===== src/rtl/pwm_osc_pkg.sv =====
package pwm_osc_pkg;

  // Clamp a requested period into the legal window.
  function automatic int unsigned clamp_period(input int unsigned req,
                                               input int unsigned lo,
                                               input int unsigned hi);
    if (req < lo) return lo;
    if (req > hi) return hi;
    return req;
  endfunction

  // Ramp value at which the half-period pulse begins.
  function automatic int unsigned mid_point(input int unsigned per);
    return per / 2;
  endfunction

  // True while count lies in the pulse window of a cycle of length per.
  function automatic logic in_pulse_window(input int unsigned cnt,
                                           input int unsigned per,
                                           input int unsigned len);
    return (cnt >= mid_point(per)) && (cnt < mid_point(per) + len);
  endfunction

  // True when a restart may be taken at this count.
  function automatic logic restart_permitted(input int unsigned cnt,
                                             input int unsigned guard);
    return cnt >= guard;
  endfunction

endpackage


===== src/rtl/osc_sync_in.sv =====
module osc_sync_in #(
  parameter int unsigned SYNC_STAGES = 2
) (
  input  logic clk,
  input  logic rst_n,
  input  logic sync_in,
  input  logic own_pulse,
  output logic ext_edge
);
  localparam int unsigned LAST = SYNC_STAGES - 1;

  logic [SYNC_STAGES-1:0] in_pipe;
  logic [SYNC_STAGES-1:0] own_pipe;
  logic                   in_last;

  for (genvar i = 0; i < SYNC_STAGES; i++) begin : g_stage
    logic d_in, d_own;
    if (i == 0) begin : g_first
      assign d_in  = sync_in;
      assign d_own = own_pulse;
    end else begin : g_next
      assign d_in  = in_pipe[i-1];
      assign d_own = own_pipe[i-1];
    end
    always_ff @(posedge clk) begin
      if (!rst_n) begin
        in_pipe[i]  <= 1'b0;
        own_pipe[i] <= 1'b0;
      end else begin
        in_pipe[i]  <= d_in;
        own_pipe[i] <= d_own;
      end
    end
  end

  always_ff @(posedge clk) begin
    if (!rst_n) in_last <= 1'b0;
    else        in_last <= in_pipe[LAST];
  end

  // Rising edge, aligned with the delayed copy of the own pulse (echo mask).
  assign ext_edge = in_pipe[LAST] & ~in_last & ~own_pipe[LAST];

  AST_EDGE_ONE_CLOCK: assert property (@(posedge clk) disable iff (!rst_n)
    ext_edge |=> !ext_edge);

endmodule


===== src/rtl/osc_ramp_counter.sv =====
module osc_ramp_counter
  import pwm_osc_pkg::*;
#(
  parameter int unsigned CNT_W          = 16,
  parameter int unsigned DEFAULT_PERIOD = 200,
  parameter int unsigned MIN_PERIOD     = 50,
  parameter int unsigned GUARD_CLKS     = 4
) (
  input  logic             clk,
  input  logic             rst_n,
  input  logic [CNT_W-1:0] period_cfg,
  input  logic             ext_edge,
  output logic [CNT_W-1:0] ramp,
  output logic [CNT_W-1:0] cur_period,
  output logic             slave
);
  localparam logic [CNT_W-1:0] DEF_P = CNT_W'(DEFAULT_PERIOD);

  logic [CNT_W-1:0] cnt_q, per_q, per_next;
  logic             slave_q;
  logic             at_end, take_ext;

  assign per_next = CNT_W'(clamp_period(32'(period_cfg), MIN_PERIOD, DEFAULT_PERIOD));
  assign at_end   = (cnt_q == per_q - 1'b1);
  assign take_ext = ext_edge && restart_permitted(32'(cnt_q), GUARD_CLKS);

  always_ff @(posedge clk) begin
    if (!rst_n) begin
      cnt_q   <= '0;
      per_q   <= DEF_P;
      slave_q <= 1'b0;
    end else if (take_ext) begin
      cnt_q   <= '0;
      per_q   <= per_next;
      slave_q <= 1'b1;
    end else if (at_end) begin
      cnt_q   <= '0;
      per_q   <= per_next;
      slave_q <= 1'b0;
    end else begin
      cnt_q   <= cnt_q + 1'b1;
    end
  end

  assign ramp       = cnt_q;
  assign cur_period = per_q;
  assign slave      = slave_q;

  AST_RAMP_BOUND: assert property (@(posedge clk) disable iff (!rst_n)
    cnt_q < per_q);
  AST_PERIOD_LEGAL: assert property (@(posedge clk) disable iff (!rst_n)
    (per_q >= CNT_W'(MIN_PERIOD)) && (per_q <= DEF_P));
  AST_RAMP_STEP: assert property (@(posedge clk) disable iff (!rst_n)
    (cnt_q != '0) |-> (cnt_q == $past(cnt_q) + 1'b1));

endmodule


===== src/rtl/osc_sync_pulse.sv =====
module osc_sync_pulse
  import pwm_osc_pkg::*;
#(
  parameter int unsigned CNT_W      = 16,
  parameter int unsigned PULSE_CLKS = 6
) (
  input  logic [CNT_W-1:0] ramp,
  input  logic [CNT_W-1:0] cur_period,
  input  logic             slave,
  output logic             pulse
);
  logic window;

  assign window = in_pulse_window(32'(ramp), 32'(cur_period), PULSE_CLKS);
  assign pulse  = window & ~slave;

endmodule


===== src/rtl/pwm_sync_osc.sv =====
module pwm_sync_osc
  import pwm_osc_pkg::*;
#(
  parameter int unsigned CNT_W          = 16,
  parameter int unsigned DEFAULT_PERIOD = 200,
  parameter int unsigned MIN_PERIOD     = 50,
  parameter int unsigned PULSE_CLKS     = 6,
  parameter int unsigned GUARD_CLKS     = 4,
  parameter int unsigned SYNC_STAGES    = 2
) (
  input  logic             clk,
  input  logic             rst_n,
  input  logic [CNT_W-1:0] period_cfg,
  input  logic             sync_in,
  output logic             sync_out,
  output logic [CNT_W-1:0] ramp,
  output logic             cycle_start
);
  localparam int unsigned HALF_MIN = MIN_PERIOD / 2;

  initial begin
    if (DEFAULT_PERIOD >= (1 << CNT_W)) $error("period does not fit CNT_W");
    if (MIN_PERIOD > DEFAULT_PERIOD)    $error("minimum above default");
    if (GUARD_CLKS < 2 || GUARD_CLKS >= HALF_MIN) $error("guard out of range");
    if (PULSE_CLKS == 0 || PULSE_CLKS >= HALF_MIN) $error("pulse length out of range");
    if (SYNC_STAGES < 2) $error("need at least two synchronizer stages");
  end

  logic             ext_edge;
  logic             slave;
  logic [CNT_W-1:0] cur_period;

  osc_sync_in #(.SYNC_STAGES(SYNC_STAGES)) u_sync_in (
    .clk       (clk),
    .rst_n     (rst_n),
    .sync_in   (sync_in),
    .own_pulse (sync_out),
    .ext_edge  (ext_edge)
  );

  osc_ramp_counter #(
    .CNT_W          (CNT_W),
    .DEFAULT_PERIOD (DEFAULT_PERIOD),
    .MIN_PERIOD     (MIN_PERIOD),
    .GUARD_CLKS     (GUARD_CLKS)
  ) u_counter (
    .clk        (clk),
    .rst_n      (rst_n),
    .period_cfg (period_cfg),
    .ext_edge   (ext_edge),
    .ramp       (ramp),
    .cur_period (cur_period),
    .slave      (slave)
  );

  osc_sync_pulse #(.CNT_W(CNT_W), .PULSE_CLKS(PULSE_CLKS)) u_pulse (
    .ramp       (ramp),
    .cur_period (cur_period),
    .slave      (slave),
    .pulse      (sync_out)
  );

  assign cycle_start = (ramp == '0);

  AST_EXT_RESTART: assert property (@(posedge clk) disable iff (!rst_n)
    (ext_edge && (ramp >= CNT_W'(GUARD_CLKS))) |=> (ramp == '0));
  AST_GUARD_DROP: assert property (@(posedge clk) disable iff (!rst_n)
    (ext_edge && (ramp < CNT_W'(GUARD_CLKS)) && (ramp != cur_period - 1'b1))
      |=> (ramp == $past(ramp) + 1'b1));
  AST_NO_EARLY_RETRIGGER: assert property (@(posedge clk) disable iff (!rst_n)
    cycle_start |=> !cycle_start);
  AST_PULSE_AT_MID: assert property (@(posedge clk) disable iff (!rst_n)
    $rose(sync_out) |-> (ramp == cur_period / 2));
  AST_SLAVE_AFTER_EDGE: assert property (@(posedge clk) disable iff (!rst_n)
    $rose(slave) |-> $past(ext_edge));

endmodule


===== config.mk =====
export PLATFORM = sky130hd
export DESIGN_NAME = pwm_sync_osc
export DESIGN_NICKNAME = d
export VERILOG_FILES = /design/src/rtl/pwm_osc_pkg.sv /design/src/rtl/osc_sync_in.sv /design/src/rtl/osc_ramp_counter.sv /design/src/rtl/osc_sync_pulse.sv /design/src/rtl/pwm_sync_osc.sv
export SDC_FILE = /design/constraint.sdc
export NUM_CORES = 1
export LEC_CHECK = 0
export ABC_AREA = 1
export BUFFER_PORTS_ARGS = -buffer_cell sky130_fd_sc_hd__buf_2
export CAP_MARGIN = 0
export CORE_MARGIN = 2
export CORE_UTILIZATION = 62
export CTS_BUF_LIST = sky130_fd_sc_hd__clkbuf_8
export CTS_CLUSTER_DIAMETER = 30
export DETAILED_ROUTE_END_ITERATION = 8
export PLACE_DENSITY = 0.89
export REMOVE_ABC_BUFFERS = 1
export SETUP_SLACK_MARGIN = 0.15
export SLEW_MARGIN = 20
export SYNTH_ARGS = -nofsm -noshare
export SYNTH_HDL_FRONTEND = slang
export SYNTH_HIERARCHICAL = 1
export SYNTH_SLANG_ARGS = --single-unit
export TNS_END_PERCENT = 50

===== constraint.sdc =====
create_clock -name clk -period 7.3 [get_ports clk]
set_input_delay 0 -clock clk [delete_from_list [all_inputs] [get_ports clk]]
set_output_delay 0 -clock clk [all_outputs]
set_load 0.005 [all_outputs]

# After elaboration in Yosys (flattened, before gate mapping)
# Index checks and enable logic that the tools add are counted.
dict set report word_totals {
  input_bits 19
  rom_bits 0
  regBits 38
  elab_cells 40
  latchBits 0
  ramBits 0
  out_inout_bits 18
  mem_count 0
}
dict set report classes {
  add_sub_neg 3
  div 0
  bitwise 7
  multipliers 0
  n_shift 0
  eq_ne 1
  order_cmp 5
  n_reduce_logical 5
  n_mux 11
}
# operator count
set ops {}
lappend ops {{$mux W16} 4}
lappend ops {{$lt A16 B32 Y1} 1}
lappend ops {{$add A15 B3 Y16 const B} 1}
lappend ops {{$add A16 B1 Y16 const B} 1}
lappend ops {{$eq A16 B16 Y1} 1}
lappend ops {{$ge A16 B15 Y1} 1}
lappend ops {{$ge A16 B3 Y1 const B} 1}
lappend ops {{$gt A16 B8 Y1 const B} 1}
lappend ops {{$logic_not A16 Y1} 1}
lappend ops {{$lt A16 B6 Y1 const B} 1}
lappend ops {{$sub A16 B1 Y16 const B} 1}
lappend ops {{$mux W8} 1}
lappend ops {{$mux W6} 1}
lappend ops {{$mux W1} 5}
lappend ops {{$not A1 Y1} 4}
lappend ops {{$and A1 B1 Y1} 3}
lappend ops {{$reduce_or A3 Y1} 1}
lappend ops {{$logic_and A1 B1 Y1} 2}
lappend ops {{$reduce_bool A2 Y1} 1}

# Depth between registers and ports, before layout
dict set report logic_depth {
  depth_word 7
  depth_mapped 19
  ltp_nobuf 19
}

# By module
# Netlist, hierarchy kept.
# mod instances seq_area_each_um2 area_each_um2 cells_each
set modules_own_cells {}
lappend modules_own_cells {osc_ramp_counter 1 660.6 2197.1 329}
lappend modules_own_cells {osc_sync_pulse 1 0.0 1012.2 163}
lappend modules_own_cells {osc_sync_in 1 100.1 148.9 18}
lappend modules_own_cells {pwm_sync_osc 1 0.0 103.8 27}

# Worst setup path before layout
# No wires, ideal clock.
dict set report synth_timing {
  path_type {register to register}
  startpoint {register u_counter.per_q[3] (netlist: u_counter/cur_period[3])}
  endpoint {register u_sync_in.own_pipe[0] (netlist: u_sync_in/g_stage[1].d_own)}
  t_arrival_ns 2.347
  path_buffers 0
  setup_ns 0.056
  path_slack_ns 4.897
  stages_incl_launch_ff 19
  period_less_slack_ns 2.403
  required_ns 7.244
  cell_sequence {dfxtp_1 > inv_1 > ha_1 > nor2_1 > nand2_1 > nor2_2 > nand3_1 > o21ai_1 > nand2_1 > ha_1 > nand2_1 > inv_1 > o21bai_1 > nand3_1 > a21oi_1 > nand2_1 > nor2_1 > nand2_1 > inv_1}
}
dict set report synth_between {
  elab_chain_len 4
  elab_cells_between_ends 5
  cone_classes {1 x add/sub; 2 x order compare; 1 x bitwise; 1 x reduce/logical}
}
# item line
set synth_lines {}
lappend synth_lines {{from (decl)} osc_ramp_counter.sv:19} ;# logic [CNT_W-1:0] cnt_q, per_q, per_next;
lappend synth_lines {{from (signal assigned)} osc_ramp_counter.sv:34} ;# per_q <= per_next;
lappend synth_lines {{from (signal assigned)} osc_ramp_counter.sv:38} ;# per_q <= per_next;
lappend synth_lines {{$add A15 B3 Y16} pwm_osc_pkg.sv:21} ;# return (cnt >= mid_point(per)) && (cnt < mid_point(per) + len);
lappend synth_lines {{$lt A16 B32 Y1} pwm_osc_pkg.sv:21}
lappend synth_lines {{$logic_and A1 B1 Y1 *} pwm_osc_pkg.sv:21}
lappend synth_lines {{$and A1 B1 Y1 *} osc_sync_pulse.sv:15} ;# assign pulse = window & ~slave;
lappend synth_lines {{via sync_out} pwm_sync_osc.sv:15} ;# output logic sync_out,
lappend synth_lines {{to (signal, indexed assignment)} osc_sync_in.sv:31} ;# own_pipe[i] <= d_own;
lappend synth_lines {{to (decl)} osc_sync_in.sv:13} ;# logic [SYNC_STAGES-1:0] own_pipe;
# The timed path passes the listed nets; every way through them passes the cells marked *.
# A chain may end at the register's enable or synchronous reset.

# Worst setup path in the final report
dict set report layout_timing {
  startpoint {register u_counter.per_q[3] (netlist: u_counter/cur_period[3])}
  endpoint {output port sync_out}
}
dict set report layout_between {
  elab_chain_len 4
  elab_cells_between_ends 5
  cone_classes {1 x add/sub; 2 x order compare; 1 x bitwise; 1 x reduce/logical}
}
# item line
set layout_lines {}
lappend layout_lines {{$add A15 B3 Y16} pwm_osc_pkg.sv:21}
lappend layout_lines {{$lt A16 B32 Y1} pwm_osc_pkg.sv:21}
lappend layout_lines {{$logic_and A1 B1 Y1 *} pwm_osc_pkg.sv:21}
lappend layout_lines {{$and A1 B1 Y1 *} osc_sync_pulse.sv:15}
lappend layout_lines {{to (decl)} pwm_sync_osc.sv:15}
# Every way passes the cells marked *; elsewhere a longest branch is shown, timed or not.

==> results.md <==
- Clock Latency Late Sink: between 200 and 300 ps
- Pin count of the biggest net entering global routing: 22
- Met1 WL: 3.70 mm
- Die height: slightly below 80 um
- Max cap viols: 0
- CP endpoint kind: output port
- Critical setup path kind: reg2out
- Vias: 3430
- N_diodes: 0
- Syn_area_per_cell: between 6 and 7 um2
- # setup viols final: 0
- Setup TNS: 0 ps
- CTS sink cnt: 38
- CP arrival: 3190 ps
- Min-delay worst type: in2reg
- Initial antenna violation count: 0
- Placement Cell Area: roughly 3700 um2
- DPL Wire Length: around 6.3 mm
- CTS tree: done
- Largest area contributor in the netlist: dfxtp_1
- FP Rows: 27
- Worst path required time: around 7300 ps
- Async SR Flop Fraction: 0%
- Seq/Total Area, Yosys: 22.0%
- Iter 0 DRT Violations: around 210
- Fin. Hold Viols: 0
- CP startpoint kind: register
- Fill count: about 490
- Worst reg2reg path endpoint: u_sync_in/g_stage[1].d_own
- DRC viols: 0
- Synth top area share: roughly 22%
- Starting density of the core: 63.7%
- Met3 routed WL: between 400 and 500 um
- # IOs: 37
- Final core utilization: 70.0%
- Period utilisation layout: a little over two fifths
- Worst Tran Pin Value: slightly below 900 ps
- Skew final: around 2.3 ps
- RD Place Congestion: a little under 0.9
- CP max FO: 7
- Post-Route WL: around 8.4 mm
- Commonest non-fill, non-tap cell in the layout: nand2_1
- TritonCTS Buffers: 5
- Slowest CP cell: dfxtp_1
- Worst-case reg-to-reg path depth: 18
- First-pass GRT wire length: 14.3 mm
- Status: completed
- Worst path cell trace: inv_1 > ha_1 > nor2_1 > nand2_1 > nor2_2 > nand3_1 > o21ai_1 > nand2_1 > ha_1 > nand2_1 > inv_1 > o21bai_1 > nand3_1 > a21oi_1 > nand2_1 > nor2_1 > buf_2
- Reg2Reg Setup Slack: around 4400 ps
- Min Tclk post-route: 3190 ps
- Clock Root Buffer: clkbuf_8
- CP most frequent cell: nand2_1
- Peak VDD IR: approximately 0.085 mV
- Crit-path max cell delay: around 510 ps
- Highest metal used: met4
- Pwr per Cell Area: 114 nW/um2
- RR Startpoint: u_counter/cur_period[3]
- Number of enable flip-flop cells after synthesis: 0
- Final Instance Area: about 3800 um2
- Die X: approximately 79 um
- Via-to-Cell Ratio: about 5.3
- Hold path cells: 4
- Fmax: around 310 MHz
- Yosys cell types: 41
- Fin nets: 628
- Clock buffer depth: 2
- Die area: between 6000 and 7000 um2
- Cts repair resizes: 0
- WL per Instance: about 13 um
- DRT Pass-1 Iters: 5
- Gr usage total: 28.7%
- Core area: 5440 um2
- Max-slew violation count: 0
- Syn-to-layout area delta: 9.94%
- Ys flop type: dfxtp_1
- Share of layout cells above drive strength 1: roughly 14%
- Mapped cell area: between 3000 and 4000 um2
- Synth Register Bits: 38
- WHS: 29.8 ps
- P_leak: about 2 nW
- GRT overflow: 0
- Slew headroom: approximately two fifths
- Hold Startpoint: period_cfg[7]
- Post-Synthesis Cells: approximately 540
- DR WL met2: slightly above 4 mm
- Vias in the first global route: around 3.3k
- Hold EP: u_counter/cur_period[7]
- Most frequent cells in the layout: nand2_1, inv_1, nor2_1, nand3_1, dfxtp_1
- RSZ-0062 raised after global routing: no
- CTS clock-pin slew for the worst setup and hold paths: approximately 80 ps
- IO buf count: 36
- Htree depth: 2
- Synthesis Warnings: 6
- Synth top area cells: dfxtp_1, nand2_1, ha_1
- Post-route ant nets: 0
==> how the worst max path moves through the flow <==
stage | startpoint | end | slack (ps) | depth (start not counted)
finish | u_counter/cur_period[3] | sync_out | 4110 | 17
global placement | u_counter/cur_period[3] | u_sync_in/g_stage[1].d_own | 4710 | 18
CTS | u_counter/cur_period[3] | sync_out | 4200 | 17
global route | u_counter/cur_period[3] | sync_out | 3970 | 16
detailed placement | u_counter/cur_period[3] | u_sync_in/g_stage[1].d_own | 4540 | 17
floorplan | u_counter/cur_period[3] | u_sync_in/g_stage[1].d_own | 4900 | 18
==> worst max-delay path: cells and delay by family, from the launching register on <==
kind	cells	cell delay, ps
AOI/OAI and AO/OA	3	460
adders and majority gates	2	530
buffers and inverters	3	330
DFF	1	510
and+or+nand+nor	9	1050
==> sequential cells by signal, indices dropped and copies added (netlist names) <==
| signal | cells |
|---|---|
| u_sync_in/own_pipe | 1 |
| u_counter/cur_period | 16 |
| u_sync_in/g_stage.d_in | 1 |
| u_sync_in/g_stage.d_own | 1 |
| u_sync_in/in_last | 1 |
| u_counter/slave | 1 |
| u_counter/ramp | 16 |
| u_sync_in/in_pipe | 1 |
==> Yosys cell counts (3+ instances only) <==
cell      count
nand2_2       3
nand3_1      39
nand2_1     131
nor4_1        4
nor3_1        6
buf_6         3
nor2_1       74
o21ai_0       8
a21oi_1      14
dfxtp_1      38
xor2_1       25
inv_2         3
nand4_1       5
xnor2_1      10
inv_1        91
a21oi_2       5
nor2_2       11
nand3b_1      3
ha_1         34
==> timing repair <==
action / in CTS / in global routing
hold buffers: 1 / 0
hold endpoints to repair: 1 / 0
buffers inserted: 0 / 0
==> cells by family (layout without fill, tap and decap cells) <==
| logic type | count (synthesis) | count (layout) | synth area share [%] |
|---|---|---|---|
| adder cells (fa/ha/maj) | 34 | 34 | 12.3 |
| AO/OA/AOI/OAI | 39 | 39 | 6.98 |
| XOR/XNOR | 35 | 35 | 8.85 |
| flip-flops | 38 | 38 | 22.0 |
| AND/OR/NAND/NOR | 291 | 291 | 38.3 |
| buffers and inverters | 100 | 139 | 11.6 |
==> metal layers <==
layer	vias up	global-route usage, %
met5	-	0
met4	0	11.4
met3	21	3.75
met2	139	52.0
met1	1532	34.0
li1	1738	-
==> report_power, final <==
group | internal, mW | switching [mW] | total (mW)
Sequential | 0.210 | 0.00558 | 0.216
Combinational | 0.0169 | 0.0231 | 0.0399
Clock | 0.102 | 0.0773 | 0.179
Total | 0.328 | 0.106 | 0.434
==> stage by stage <==
step | power [mW] | std cells | worst slack [ps]
finish | 0.434 | 648 | 4110
global route | 0.451 | 648 | 3970
CTS | 0.440 | 648 | 4200
detailed placement | 0.259 | 639 | 4540
global placement | 0.258 | 639 | 4710
floorplan | 0.244 | 531 | 4900
==> area by class of cell <==
class                   instances  area, um2  area share [%]
multi-input cells             399       2300            60.4
flip-flops and latches         38        761            20.0
inverters                      94        353            9.27
repair buffers                 37        190            5.00
well taps                      72       90.1            2.37
clock buffers                   5       68.8            1.81
clock inverters                 3       45.0            1.18
Note: power is estimated with default switching activity, not from simulation.
